**config.mk**
```make
export PLATFORM = sky130hd
export DESIGN_NAME = scanline_chr_mapper
export DESIGN_NICKNAME = d
export VERILOG_FILES = /design/src/rtl/nj_mapper_pkg.sv /design/src/rtl/nj_regfile.sv /design/src/rtl/nj_prg_map.sv /design/src/rtl/nj_chr_sched.sv /design/src/rtl/scanline_chr_mapper.sv
export SDC_FILE = /design/constraint.sdc
export NUM_CORES = 1
export LEC_CHECK = 0
export BUFFER_PORTS_ARGS = -buffer_cell sky130_fd_sc_hd__buf_2
export CAP_MARGIN = 10
export CORE_UTILIZATION = 35
export DETAILED_ROUTE_END_ITERATION = 16
export PLACE_DENSITY = 0.77
export SETUP_SLACK_MARGIN = 0.2
export SLEW_MARGIN = 25
export SYNTH_ARGS = -nofsm -noshare
export SYNTH_HDL_FRONTEND = slang
export SYNTH_SLANG_ARGS = --single-unit
```
**constraint.sdc**
```tcl
create_clock -name clk -period 1.45 [get_ports clk]
set_input_delay 0.145 -clock clk [delete_from_list [all_inputs] [get_ports clk]]
set_output_delay 0.145 -clock clk [all_outputs]
set_load 0.01 [all_outputs]
```
**src/rtl/nj_mapper_pkg.sv**
```systemverilog
// Package: shared widths, field positions and the character-pair rule.
// Assumes: registers are 8 bits wide and there are four of them.
package nj_mapper_pkg;
    localparam int REG_W     = 8;
    localparam int NUM_REGS  = 4;
    localparam int SPLIT_BIT = 7;   // register 0: split-mode enable
    localparam int FILL_BIT  = 2;   // register 3: 0 forces bank bits 1:0

    typedef logic [REG_W-1:0] mreg_t;

    // Pair of 4 KB bank numbers for one scanline (lower half, upper half).
    typedef struct packed {
        logic [3:0] lo;
        logic [3:0] hi;
    } chr_pair_t;

    // Computes the character pair for a line given split enable and limits.
    function automatic chr_pair_t chr_pick(input logic split_en,
                                           input int   line,
                                           input int   split_line,
                                           input int   end_line);
        chr_pair_t p;
        if (split_en && line < end_line) begin
            p.lo = (line >= split_line) ? 4'd1 : 4'd0;
            p.hi = p.lo;
        end else begin
            p.lo = 4'd0;
            p.hi = 4'd1;
        end
        return p;
    endfunction
endpackage

```
**src/rtl/nj_regfile.sv**
```systemverilog
// Module: four-entry write-only register file behind an address window.
// Assumes: one write per cpu_wr pulse; mode_clear outranks any write.
module nj_regfile
    import nj_mapper_pkg::*;
#(
    parameter int          ADDR_W  = 16,
    parameter logic [15:0] WIN_LO  = 16'h5000,
    parameter logic [15:0] WIN_HI  = 16'h53FF,
    parameter int          IDX_LSB = 8
) (
    input  logic                         clk,
    input  logic                         rst_n,
    input  logic                         cpu_wr,
    input  logic [ADDR_W-1:0]            cpu_addr,
    input  logic [REG_W-1:0]             cpu_data,
    input  logic                         mode_clear,
    output logic [NUM_REGS-1:0][REG_W-1:0] regs_q
);
    localparam int IDX_W = $clog2(NUM_REGS);

    logic             in_win;
    logic             wr_hit;
    logic [IDX_W-1:0] wr_idx;

    // Decode the window and the target register index.
    always_comb begin
        in_win = (cpu_addr >= ADDR_W'(WIN_LO)) && (cpu_addr <= ADDR_W'(WIN_HI));
        wr_hit = cpu_wr && in_win;
        wr_idx = cpu_addr[IDX_LSB +: IDX_W];
    end

    // Hold the register contents; reset and clear zero them, a hit loads one entry.
    always_ff @(posedge clk) begin
        if (!rst_n || mode_clear) begin
            regs_q <= '0;
        end else if (wr_hit) begin
            for (int i = 0; i < NUM_REGS; i++) begin
                if (wr_idx == IDX_W'(i)) regs_q[i] <= cpu_data;
            end
        end
    end

    AST_CLEAR_ZEROES: assert property (@(posedge clk) disable iff (!rst_n)
        mode_clear |=> (regs_q == '0));
    AST_MISS_HOLDS: assert property (@(posedge clk) disable iff (!rst_n)
        (cpu_wr && !in_win && !mode_clear) |=> $stable(regs_q));
    AST_HIT_LOADS: assert property (@(posedge clk) disable iff (!rst_n)
        (wr_hit && !mode_clear) |=> (regs_q[$past(wr_idx)] == $past(cpu_data)));
endmodule

```
**src/rtl/nj_prg_map.sv**
```systemverilog
// Module: combinational 32 KB program bank former.
// Assumes: outer_bank is already in 32 KB units; PRG_W is at least 6.
module nj_prg_map #(
    parameter int PRG_W = 6
) (
    input  logic [3:0]       sel_lo,
    input  logic [1:0]       sel_hi,
    input  logic             keep_full,
    input  logic [PRG_W-1:0] outer_bank,
    output logic [PRG_W-1:0] prg_bank
);
    localparam logic [PRG_W-1:0] LOW_FILL = PRG_W'(3);

    // OR the register fields, the low fill and the outer offset together.
    always_comb begin
        prg_bank = PRG_W'({sel_hi, 4'b0000})
                 | PRG_W'(sel_lo)
                 | (keep_full ? '0 : LOW_FILL)
                 | outer_bank;
    end
endmodule

```
**src/rtl/nj_chr_sched.sv**
```systemverilog
// Module: per-scanline character bank selector with mid-frame split.
// Assumes: line_strobe pulses once at the start of each line, with line_num valid.
module nj_chr_sched
    import nj_mapper_pkg::*;
#(
    parameter int LINE_W     = 9,
    parameter int SPLIT_LINE = 127,
    parameter int END_LINE   = 239,
    parameter int CHR_W      = 4
) (
    input  logic              clk,
    input  logic              rst_n,
    input  logic              mode_clear,
    input  logic              line_strobe,
    input  logic [LINE_W-1:0] line_num,
    input  logic              split_en,
    output logic [CHR_W-1:0]  chr_lo,
    output logic [CHR_W-1:0]  chr_hi
);
    chr_pair_t next_pair;

    // Work out the pair the current line asks for.
    always_comb begin
        next_pair = chr_pick(split_en, int'(line_num), SPLIT_LINE, END_LINE);
    end

    // Latch the pair at each strobe; reset and clear give the linear 8 KB layout.
    always_ff @(posedge clk) begin
        if (!rst_n || mode_clear) begin
            chr_lo <= CHR_W'(0);
            chr_hi <= CHR_W'(1);
        end else if (line_strobe) begin
            chr_lo <= CHR_W'(next_pair.lo);
            chr_hi <= CHR_W'(next_pair.hi);
        end
    end

    AST_CHR_HOLDS: assert property (@(posedge clk) disable iff (!rst_n)
        (!line_strobe && !mode_clear) |=> ($stable(chr_lo) && $stable(chr_hi)));
    AST_CHR_SHAPE: assert property (@(posedge clk) disable iff (!rst_n)
        (chr_lo == chr_hi) || (chr_lo == CHR_W'(0) && chr_hi == CHR_W'(1)));
    AST_CHR_CLEARS: assert property (@(posedge clk) disable iff (!rst_n)
        mode_clear |=> (chr_lo == CHR_W'(0) && chr_hi == CHR_W'(1)));
    AST_CHR_OFF: assert property (@(posedge clk) disable iff (!rst_n)
        (line_strobe && !mode_clear && !split_en) |=> (chr_lo == CHR_W'(0) && chr_hi == CHR_W'(1)));
endmodule

```
**src/rtl/scanline_chr_mapper.sv**
```systemverilog
// Module: top of the mapper core; joins the register file, program bank former
// and per-line character selector. Assumes the outer board supplies a stable
// outer bank and mirroring bit, and that only this block owns the window.
module scanline_chr_mapper
    import nj_mapper_pkg::*;
#(
    parameter int LINE_W     = 9,
    parameter int PRG_W      = 6,
    parameter int CHR_W      = 4,
    parameter int SPLIT_LINE = 127,
    parameter int END_LINE   = 239
) (
    input  logic              clk,
    input  logic              rst_n,
    input  logic              cpu_wr,
    input  logic [15:0]       cpu_addr,
    input  logic [7:0]        cpu_data,
    input  logic              mode_clear,
    input  logic              line_strobe,
    input  logic [LINE_W-1:0] line_num,
    input  logic [PRG_W-1:0]  outer_bank,
    input  logic              cfg_horiz,
    output logic [PRG_W-1:0]  prg_bank,
    output logic [CHR_W-1:0]  chr_lo_bank,
    output logic [CHR_W-1:0]  chr_hi_bank,
    output logic              mirror_horiz
);
    logic [NUM_REGS-1:0][REG_W-1:0] regs_q;

    nj_regfile #(
        .ADDR_W (16),
        .WIN_LO (16'h5000),
        .WIN_HI (16'h53FF),
        .IDX_LSB(8)
    ) u_regs (
        .clk       (clk),
        .rst_n     (rst_n),
        .cpu_wr    (cpu_wr),
        .cpu_addr  (cpu_addr),
        .cpu_data  (cpu_data),
        .mode_clear(mode_clear),
        .regs_q    (regs_q)
    );

    nj_prg_map #(.PRG_W(PRG_W)) u_prg (
        .sel_lo    (regs_q[0][3:0]),
        .sel_hi    (regs_q[2][1:0]),
        .keep_full (regs_q[3][FILL_BIT]),
        .outer_bank(outer_bank),
        .prg_bank  (prg_bank)
    );

    nj_chr_sched #(
        .LINE_W    (LINE_W),
        .SPLIT_LINE(SPLIT_LINE),
        .END_LINE  (END_LINE),
        .CHR_W     (CHR_W)
    ) u_chr (
        .clk        (clk),
        .rst_n      (rst_n),
        .mode_clear (mode_clear),
        .line_strobe(line_strobe),
        .line_num   (line_num),
        .split_en   (regs_q[0][SPLIT_BIT]),
        .chr_lo     (chr_lo_bank),
        .chr_hi     (chr_hi_bank)
    );

    // Pass the outer mirroring choice straight through.
    always_comb mirror_horiz = cfg_horiz;

    AST_PRG_FILL: assert property (@(posedge clk) disable iff (!rst_n)
        !regs_q[3][FILL_BIT] |-> (prg_bank[1:0] == 2'b11));
    AST_PRG_OUTER: assert property (@(posedge clk) disable iff (!rst_n)
        ((prg_bank & outer_bank) == outer_bank));
endmodule

```
==> impl_metrics.ini, run 1 <==
[route]
viasPerCell = 4.98
num_vias = 672
dr.pass1.iters = 4
drc_errors = 0
wl_um = 1440
ant_nets = 0
initialDrtViolationCount = 2
wire_per_inst_um = 10.7

[logic_synthesis]
synthArstFlopShare_pct = 0
synth-main-ff-cell = dfxtp_1
syn_area_per_cell_um2 = 9.40
synth_top_area_share_pct = 31.3
ys_ff_latch = 10
yosys.area_share.simple_pct = 32.5
synthAdderAreaFrac_pct = 0
yosysSeqAreaShare_pct = 31.3
synth.mux.area_fraction_pct = 4.70
synth_top_cell_by_area = dfxtp_1
synth_edf_count = 0
synthesis.instances = 68
synth_top_family_by_area = simple AND/OR/NAND/NOR gates
ys_warn_count = 0
synthTopCellsByArea = dfxtp_1, buf_4, o31ai_1
synthXorXnorAreaFrac_pct = 0
ys_types = 28
netlist_area_um2 = 639
synth_compound_area_share_pct = 21.1

[sta]
fin_tns_setup_ns = 0
max_freq_mhz = 802
setup_viol_count_final = 0
drv_slew = 0
min_period_over_period_pct = 86.0
skew_ns = 0.000103
finalHoldViolCount = 0
layout_min_cycle_time_ns = 1.25
rsz0062_at_grt = true

[placement]
io_buffer_count = 40
dp_hpwl_um = 1200
place_congestion = 0.730

[finish]
nets = 156
antennaDiodeCount = 0
final_common_cell = buf_2
area_growth_pct = 40.5
drive_gt1_share_pct = 54.5
fillers = 174
layout_common_cells = buf_2, nand2_1, dfxtp_1
post-route-util_pct = 52.0

[power_and_ir_drop]
peakVddDrop_uv = 410
clock_power_share_pct = 39.2
seq_power_share_pct = 43.5
p_int_mw = 0.484
power.switching_mw = 0.152
power_leakage_nw = 0.405
pwr-share-comb_pct = 17.3
p_sw_share_pct = 23.9
powerDensity_nw_per_um2 = 707

[clock_network]
htreeDepth = 1
cts_hold_buffers = 0
clk_latency_ns = 0.26
ctsRootBufferMaster = clkbuf_4
cts_tree = yes
clkTransAtPathRegs_ns = 0.07
cts_sinks = 10
cts_made_buffers = 3
clock_path_buffers = 2

[floorplan]
die_h_um = 44.7
die-area_um2 = 2000
initial_core_util_pct = 37.0
die_x_um = 44.7
core_area_um2 = 1730
fp-row-count = 15
io_pins = 60

[global_routing]
met3_usage_pct = 3.60
use_met1_pct = 14.3
grt_pass1_vias = 615
grt_max_degree = 14
antenna_found_initial = 0
overflow = 0
grt_pass1_wl_um = 2170
met2_usage_pct = 29.4
track_usage_pct = 15.0
grt-busiest-layer = met2

[hold_path]
hold_depth = 3
hold_path_class = in -> reg

[setup_path]
crit_arrival_ns = 1.10
crit_type = reg -> out
rr_worst_depth = 3
endpoint_kind = output port
worst-path-max-fanout = 2
startpoint_type = register
cp.required_ns = 1.31

[run_status]
status = finished, final reports clean

[run]
drv_cap = 0
synth_stat cells, types with 2 or more instances:
| library cell | number |
|---|---|
| or2_2 | 5 |
| o31ai_1 | 5 |
| buf_2 | 2 |
| dfxtp_1 | 10 |
| nand2_1 | 9 |
| buf_4 | 7 |
| or3b_2 | 2 |
| mux2i_1 | 3 |
| o311ai_1 | 4 |
| nand2b_1 | 2 |
| nand4_1 | 2 |
layout make-up:
| class | instances | area (um2) | area share, % |
|---|---|---|---|
| multi-input combinational | 54 | 400 | 44.6 |
| clock buffer | 4 | 36.3 | 4.04 |
| tap | 25 | 31.3 | 3.48 |
| timing repair buffer | 42 | 228 | 25.3 |
| sequential | 10 | 203 | 22.6 |
state kept, by name, indices dropped and copies added, names as in the netlist:
name,cells
u_chr.chr_lo,1
u_regs.regs_q,8
u_chr.chr_hi,1
power by group through the flow:
| stage | logic [mW] | registers, mW | clock network [mW] |
|---|---|---|---|
| 5_1_grt | 0.122 | 0.276 | 0.279 |
| 3_5_place_dp | 0.110 | 0.283 | 0 |
| 3_3_place_gp | 0.106 | 0.282 | 0 |
| 2_1_floorplan | 0.0614 | 0.283 | 0 |
| 6_report | 0.110 | 0.276 | 0.249 |
| 4_1_cts | 0.111 | 0.276 | 0.260 |
worst max-delay path, cell delays in order (launching register included):
cell     delay [ns]
dfxtp_1        0.32
or3b_4         0.39
buf_6          0.13
repair_timing:
item	4_1_cts	5_1_grt
setup buffers	1	0
gates cloned	0	0
resized for setup	6	0
endpoints found under the setup margin	2	2
per-layer routing:
layer  wire length [um]  part of all wire (%)
met5                  0                     0
met4                  9                  0.63
met3                109                   7.6
met2                746                    52
met1                574                    40
logic make-up (layout without fill, tap and decap cells):
group / after synthesis / after routing
AND/OR/NAND/NOR: 30 / 30
AO/OA/AOI/OAI: 15 / 15
flip-flops: 10 / 10
buffers and inverters: 9 / 46
multiplexers: 3 / 3
other: 1 / 6
metrics by stage:
stage | setup WS (ns) | instance area [um2] | power, mW | hold WS, ns | cells
5_1_grt | 0.168 | 898 | 0.676 | 0.122 | 135
6_report | 0.202 | 898 | 0.635 | 0.134 | 135
3_3_place_gp | 0.149 | 835 | 0.389 | 0.290 | 130
2_1_floorplan | 0.303 | 658 | 0.344 | 0.284 | 73
4_1_cts | 0.195 | 898 | 0.647 | 0.128 | 135
3_5_place_dp | 0.103 | 835 | 0.392 | 0.290 | 130
final timing paths:
kind	startpoint	to	slack, ns
setup reg to reg	u_regs.regs_q[7]$_SDFFE_PP0P_	u_chr.chr_hi[0]$_SDFFE_PP1P_	0.43
setup / recovery	u_regs.regs_q[0]$_SDFFE_PP0P_	prg_bank[0]	0.20
hold reg to reg	u_regs.regs_q[16]$_SDFFE_PP0P_	u_regs.regs_q[16]$_SDFFE_PP0P_	0.46
hold / removal	cpu_data[7]	u_regs.regs_q[7]$_SDFFE_PP0P_	0.13
(Power assumes the default switching activity.)
==> run 2, diff against run 1 <==
==> constraint.sdc (replaced) <==
create_clock -name clk -period 1.3 [get_ports clk]
set_input_delay 0.13 -clock clk [delete_from_list [all_inputs] [get_ports clk]]
set_output_delay 0.13 -clock clk [all_outputs]
set_load 0.01 [all_outputs]
==> impl_metrics.ini, run 2 (synthesis results as in run 1) <==
[run_status]
status = finished, final reports clean

[setup_path]
crit_type = reg -> out
r2r_setup_slack_ns = 0.32
crit_arrival_ns = 1.11
worst-path-max-fanout = 3
rr_startpoint = u_regs.regs_q[7]$_SDFFE_PP0P_
endpoint_kind = output port
cp.required_ns = 1.17
rr_worst_depth = 3
critPathLaunch = u_regs.regs_q[26]$_SDFFE_PP0P_
startpoint_type = register
r2r-end = u_chr.chr_hi[0]$_SDFFE_PP1P_

[route]
num_vias = 686
ant_nets = 0
drc_errors = 0
wire_per_inst_um = 11.1
viasPerCell = 5.08
wl_um = 1500
initialDrtViolationCount = 10
dr.pass1.iters = 4

[global_routing]
grt_pass1_vias = 627
antenna_found_initial = 0
grt_max_degree = 14
track_usage_pct = 17.4
overflow = 0
grt_pass1_wl_um = 2440

[clock_network]
cts_hold_buffers = 0
clk_latency_ns = 0.27
clkTransAtPathRegs_ns = 0.07
clock_path_buffers = 2
cts_tree = yes
cts_made_buffers = 3
htreeDepth = 1
ctsRootBufferMaster = clkbuf_4
cts_sinks = 10

[hold_path]
min_from = cpu_data[3]
whs_endpoint = u_regs.regs_q[3]$_SDFFE_PP0P_
hold_path_class = in -> reg
hold_depth = 3

[power_and_ir_drop]
powerDensity_nw_per_um2 = 770
clock_power_share_pct = 38.7
seq_power_share_pct = 42.3
p_sw_share_pct = 24.2
power_leakage_nw = 0.417
total_power_mw = 0.728
pwr-share-comb_pct = 19.0
peakVddDrop_uv = 541
power.switching_mw = 0.176
p_int_mw = 0.552

[placement]
dpl_worst_slack_ns = -0.0355
place_congestion = 0.737
io_buffer_count = 40
dp_hpwl_um = 1170

[floorplan]
die-area_um2 = 2000
initial_core_util_pct = 37.0
core_area_um2 = 1730
die_x_um = 44.7
io_pins = 60
die_h_um = 44.7
fp-row-count = 15

[finish]
post-route-util_pct = 54.7
reg_top3 = u_regs.regs_q (8), u_chr.chr_hi (1), u_chr.chr_lo (1)
antennaDiodeCount = 0
register_area_um2 = 208
largest_register_ffs = 8
drive_gt1_share_pct = 59.1
area_growth_pct = 47.7
fillers = 179
regMostFlops = u_regs.regs_q
final_common_cell = buf_2
multi_input_area_um2 = 417
nets = 156
layout_common_cells = buf_2, nand2_1, conb_1, buf_6, dfxtp_2

[sta]
setup_viol_count_final = 0
max_freq_mhz = 809
rsz0062_at_grt = true
layout_min_cycle_time_ns = 1.24
finalHoldViolCount = 0
drv_slew = 0
skew_ns = 0.000557
setup_slack_ns = 0.0635
min_period_over_period_pct = 95.1

[run]
drv_cap = 0
==> run 2: critical path, cell delays in order, from the launching register on <==
cell and delay, ns:
dfxtp_2 0.34, or3b_4 0.38, buf_6 0.13
==> run 2: repair_timing <==
item                       4_1_cts  5_1_grt
pin swaps                        1        4
setup buffers                    1        0
setup endpoints to repair        6        7
resized for setup               18        1
==> run 2: routing by layer <==
metal | global-route usage [%] | up-vias | routed length [um]
met5 | 0 | - | 0
met4 | 5.45 | 0 | 7
met3 | 8.80 | 2 | 148
met2 | 31.8 | 37 | 779
met1 | 17.0 | 315 | 559
li1 | - | 332 | -
==> run 2: layout make-up <==
class	instances	share of cell area, %
clock buffers	4	3.84
multi-input cells	54	44.1
flip-flops and latches	10	22.0
well taps	25	3.31
repair buffers	42	26.8
==> run 2: how the worst max path moves through the flow <==
stage / end / slack (ns) / depth (start not counted)
3_5_place_dp: u_regs.regs_q[7]$_SDFFE_PP0P_ / -0.04 / 4
4_1_cts: prg_bank[1] / 0.06 / 2
2_1_floorplan: u_regs.regs_q[0]$_SDFFE_PP0P_ / 0.17 / 3
5_1_grt: prg_bank[0] / 0.008 / 2
6_report: prg_bank[0] / 0.06 / 2
3_3_place_gp: u_regs.regs_q[0]$_SDFFE_PP0P_ / 0.005 / 4
==> run 2: stage by stage <==
step / cell area (um2) / instances / hold slack, ns / TNS, ns
after floorplan: 658 / 73 / 0.269 / 0
after global placement: 835 / 130 / 0.260 / 0
after detailed placement: 835 / 130 / 0.260 / -0.0636
after CTS: 938 / 135 / 0.0908 / 0
after global routing: 945 / 135 / 0.0952 / 0
final: 945 / 135 / 0.0940 / 0
==> run 2: power by group through the flow <==
| stage | Sequential, mW | Clock, mW | Combinational, mW |
|---|---|---|---|
| CTS | 0.308 | 0.289 | 0.137 |
| global route | 0.308 | 0.321 | 0.152 |
| floorplan | 0.316 | 0 | 0.0685 |
| global placement | 0.315 | 0 | 0.119 |
| detailed placement | 0.315 | 0 | 0.122 |
| finish | 0.308 | 0.282 | 0.138 |
==> run 3, diff against run 2 <==
--- a/config.mk
+++ b/config.mk
@@ -9,6 +9,7 @@
 export CAP_MARGIN = 10
 export CORE_UTILIZATION = 35
 export DETAILED_ROUTE_END_ITERATION = 16
+export MAX_ROUTING_LAYER = met4
 export PLACE_DENSITY = 0.77
 export SETUP_SLACK_MARGIN = 0.2
 export SLEW_MARGIN = 25
==> impl_metrics.ini, run 3 (synthesis results as in run 1) <==
[run_status]
status = finished, final reports clean

[setup_path]
endpoint_kind = output port
crit_type = reg -> out
crit_arrival_ns = 1.11
worst-path-max-fanout = 3
cp.required_ns = 1.17
startpoint_type = register
r2r_setup_slack_ns = 0.32

[route]
drc_errors = 0
viasPerCell = 5.07
dr.pass1.iters = 4
num_vias = 684
ant_nets = 0
wl_um = 1490
wire_per_inst_um = 11.0
initialDrtViolationCount = 10

[floorplan]
die-area_um2 = 2000
core_area_um2 = 1730
fp-row-count = 15
die_h_um = 44.7
io_pins = 60
initial_core_util_pct = 37.0
die_x_um = 44.7

[clock_network]
clock_path_buffers = 2
clkTransAtPathRegs_ns = 0.07
cts_hold_buffers = 0
cts_made_buffers = 3
cts_tree = yes
cts_sinks = 10
ctsRootBufferMaster = clkbuf_4
htreeDepth = 1
clk_latency_ns = 0.27

[placement]
io_buffer_count = 40
place_congestion = 0.746
placed_cell_area_um2 = 835
dpl_worst_slack_ns = -0.0355
dp_hpwl_um = 1170

[finish]
layout_common_cells = buf_2, nand2_1, conb_1, buf_6, dfxtp_2
area_growth_pct = 47.7
reg_top3 = u_regs.regs_q (8), u_chr.chr_hi (1), u_chr.chr_lo (1)
largest_register_ffs = 8
fillers = 179
drive_gt1_share_pct = 59.1
antennaDiodeCount = 0
final_common_cell = buf_2
design_area_um2 = 945
nets = 156
regMostFlops = u_regs.regs_q

[global_routing]
grt-busiest-layer = met2
use_met1_pct = 17.5
met3_usage_pct = 8.00
grt_max_degree = 14
antenna_found_initial = 0
grt_pass1_wl_um = 2440
grt_pass1_vias = 620
overflow = 0
track_usage_pct = 17.9
met2_usage_pct = 31.8

[sta]
min_period_over_period_pct = 95.4
setup_slack_ns = 0.0603
max_freq_mhz = 807
fin_tns_setup_ns = 0
finalHoldViolCount = 0
rsz0062_at_grt = true
layout_min_cycle_time_ns = 1.24
skew_ns = 0.000415
setup_viol_count_final = 0
drv_slew = 0
fin_hold_ws_ns = 0.0904

[power_and_ir_drop]
powerDensity_nw_per_um2 = 770
peakVddDrop_uv = 541
power_leakage_nw = 0.417

[run]
drv_cap = 0

[hold_path]
hold_path_class = in -> reg
## run 3: cell counts in the layout (fill, tap and decap cells not counted)
No cell type changed its count.
## run 3: cell type report
cell class	instances	area, um2	share of cell area, %
multi-input cells	54	417	44.1
flip-flops and latches	10	208	22.0
repair buffers	42	253	26.8
well taps	25	31.3	3.31
clock buffers	4	36.3	3.84
## run 3: through the flow
step | instances | utilization [%] | total power [mW]
after CTS | 135 | 54.3 | 0.734
after floorplan | 73 | - | 0.384
after global placement | 130 | 48.3 | 0.434
after global routing | 135 | 54.7 | 0.780
after detailed placement | 130 | 48.3 | 0.437
final | 135 | 54.7 | 0.727
## run 3: where the power goes
part | internal, mW | switching [mW] | total, mW | leakage (nW)
Combinational | 0.0742 | 0.0638 | 0.138 | 0.312
Sequential | 0.307 | 0.000615 | 0.308 | 0.0838
Clock | 0.170 | 0.111 | 0.281 | 0.0210
Total | 0.552 | 0.176 | 0.727 | 0.417
## run 3: layer usage
| metal | part of all wire [%] | up-vias |
|---|---|---|
| li1 | - | 332 |
| met1 | 38 | 313 |
| met2 | 52 | 34 |
| met3 | 9.1 | 5 |
| met4 | 0.87 | 0 |
| met5 | 0 | - |
## run 3: worst max-delay path: stages, from the launching register on
cell     delay (ns)
dfxtp_2        0.34
or3b_4         0.38
buf_6          0.13
## run 3: path summary, 6_finish.rpt
check / start / to / depth (start not counted)
hold / removal: cpu_data[3] / u_regs.regs_q[3]$_SDFFE_PP0P_ / 3
setup / recovery: u_regs.regs_q[26]$_SDFFE_PP0P_ / prg_bank[0] / 2
hold reg to reg: u_regs.regs_q[17]$_SDFFE_PP0P_ / u_regs.regs_q[17]$_SDFFE_PP0P_ / 2
setup reg to reg: u_regs.regs_q[7]$_SDFFE_PP0P_ / u_chr.chr_hi[0]$_SDFFE_PP1P_ / 3
## run 3: what timing repair did
| action | CTS | global route |
|---|---|---|
| pin swaps | 1 | 4 |
| setup buffers | 1 | 0 |
| endpoints found under the setup margin | 6 | 7 |
| resized for setup | 18 | 1 |
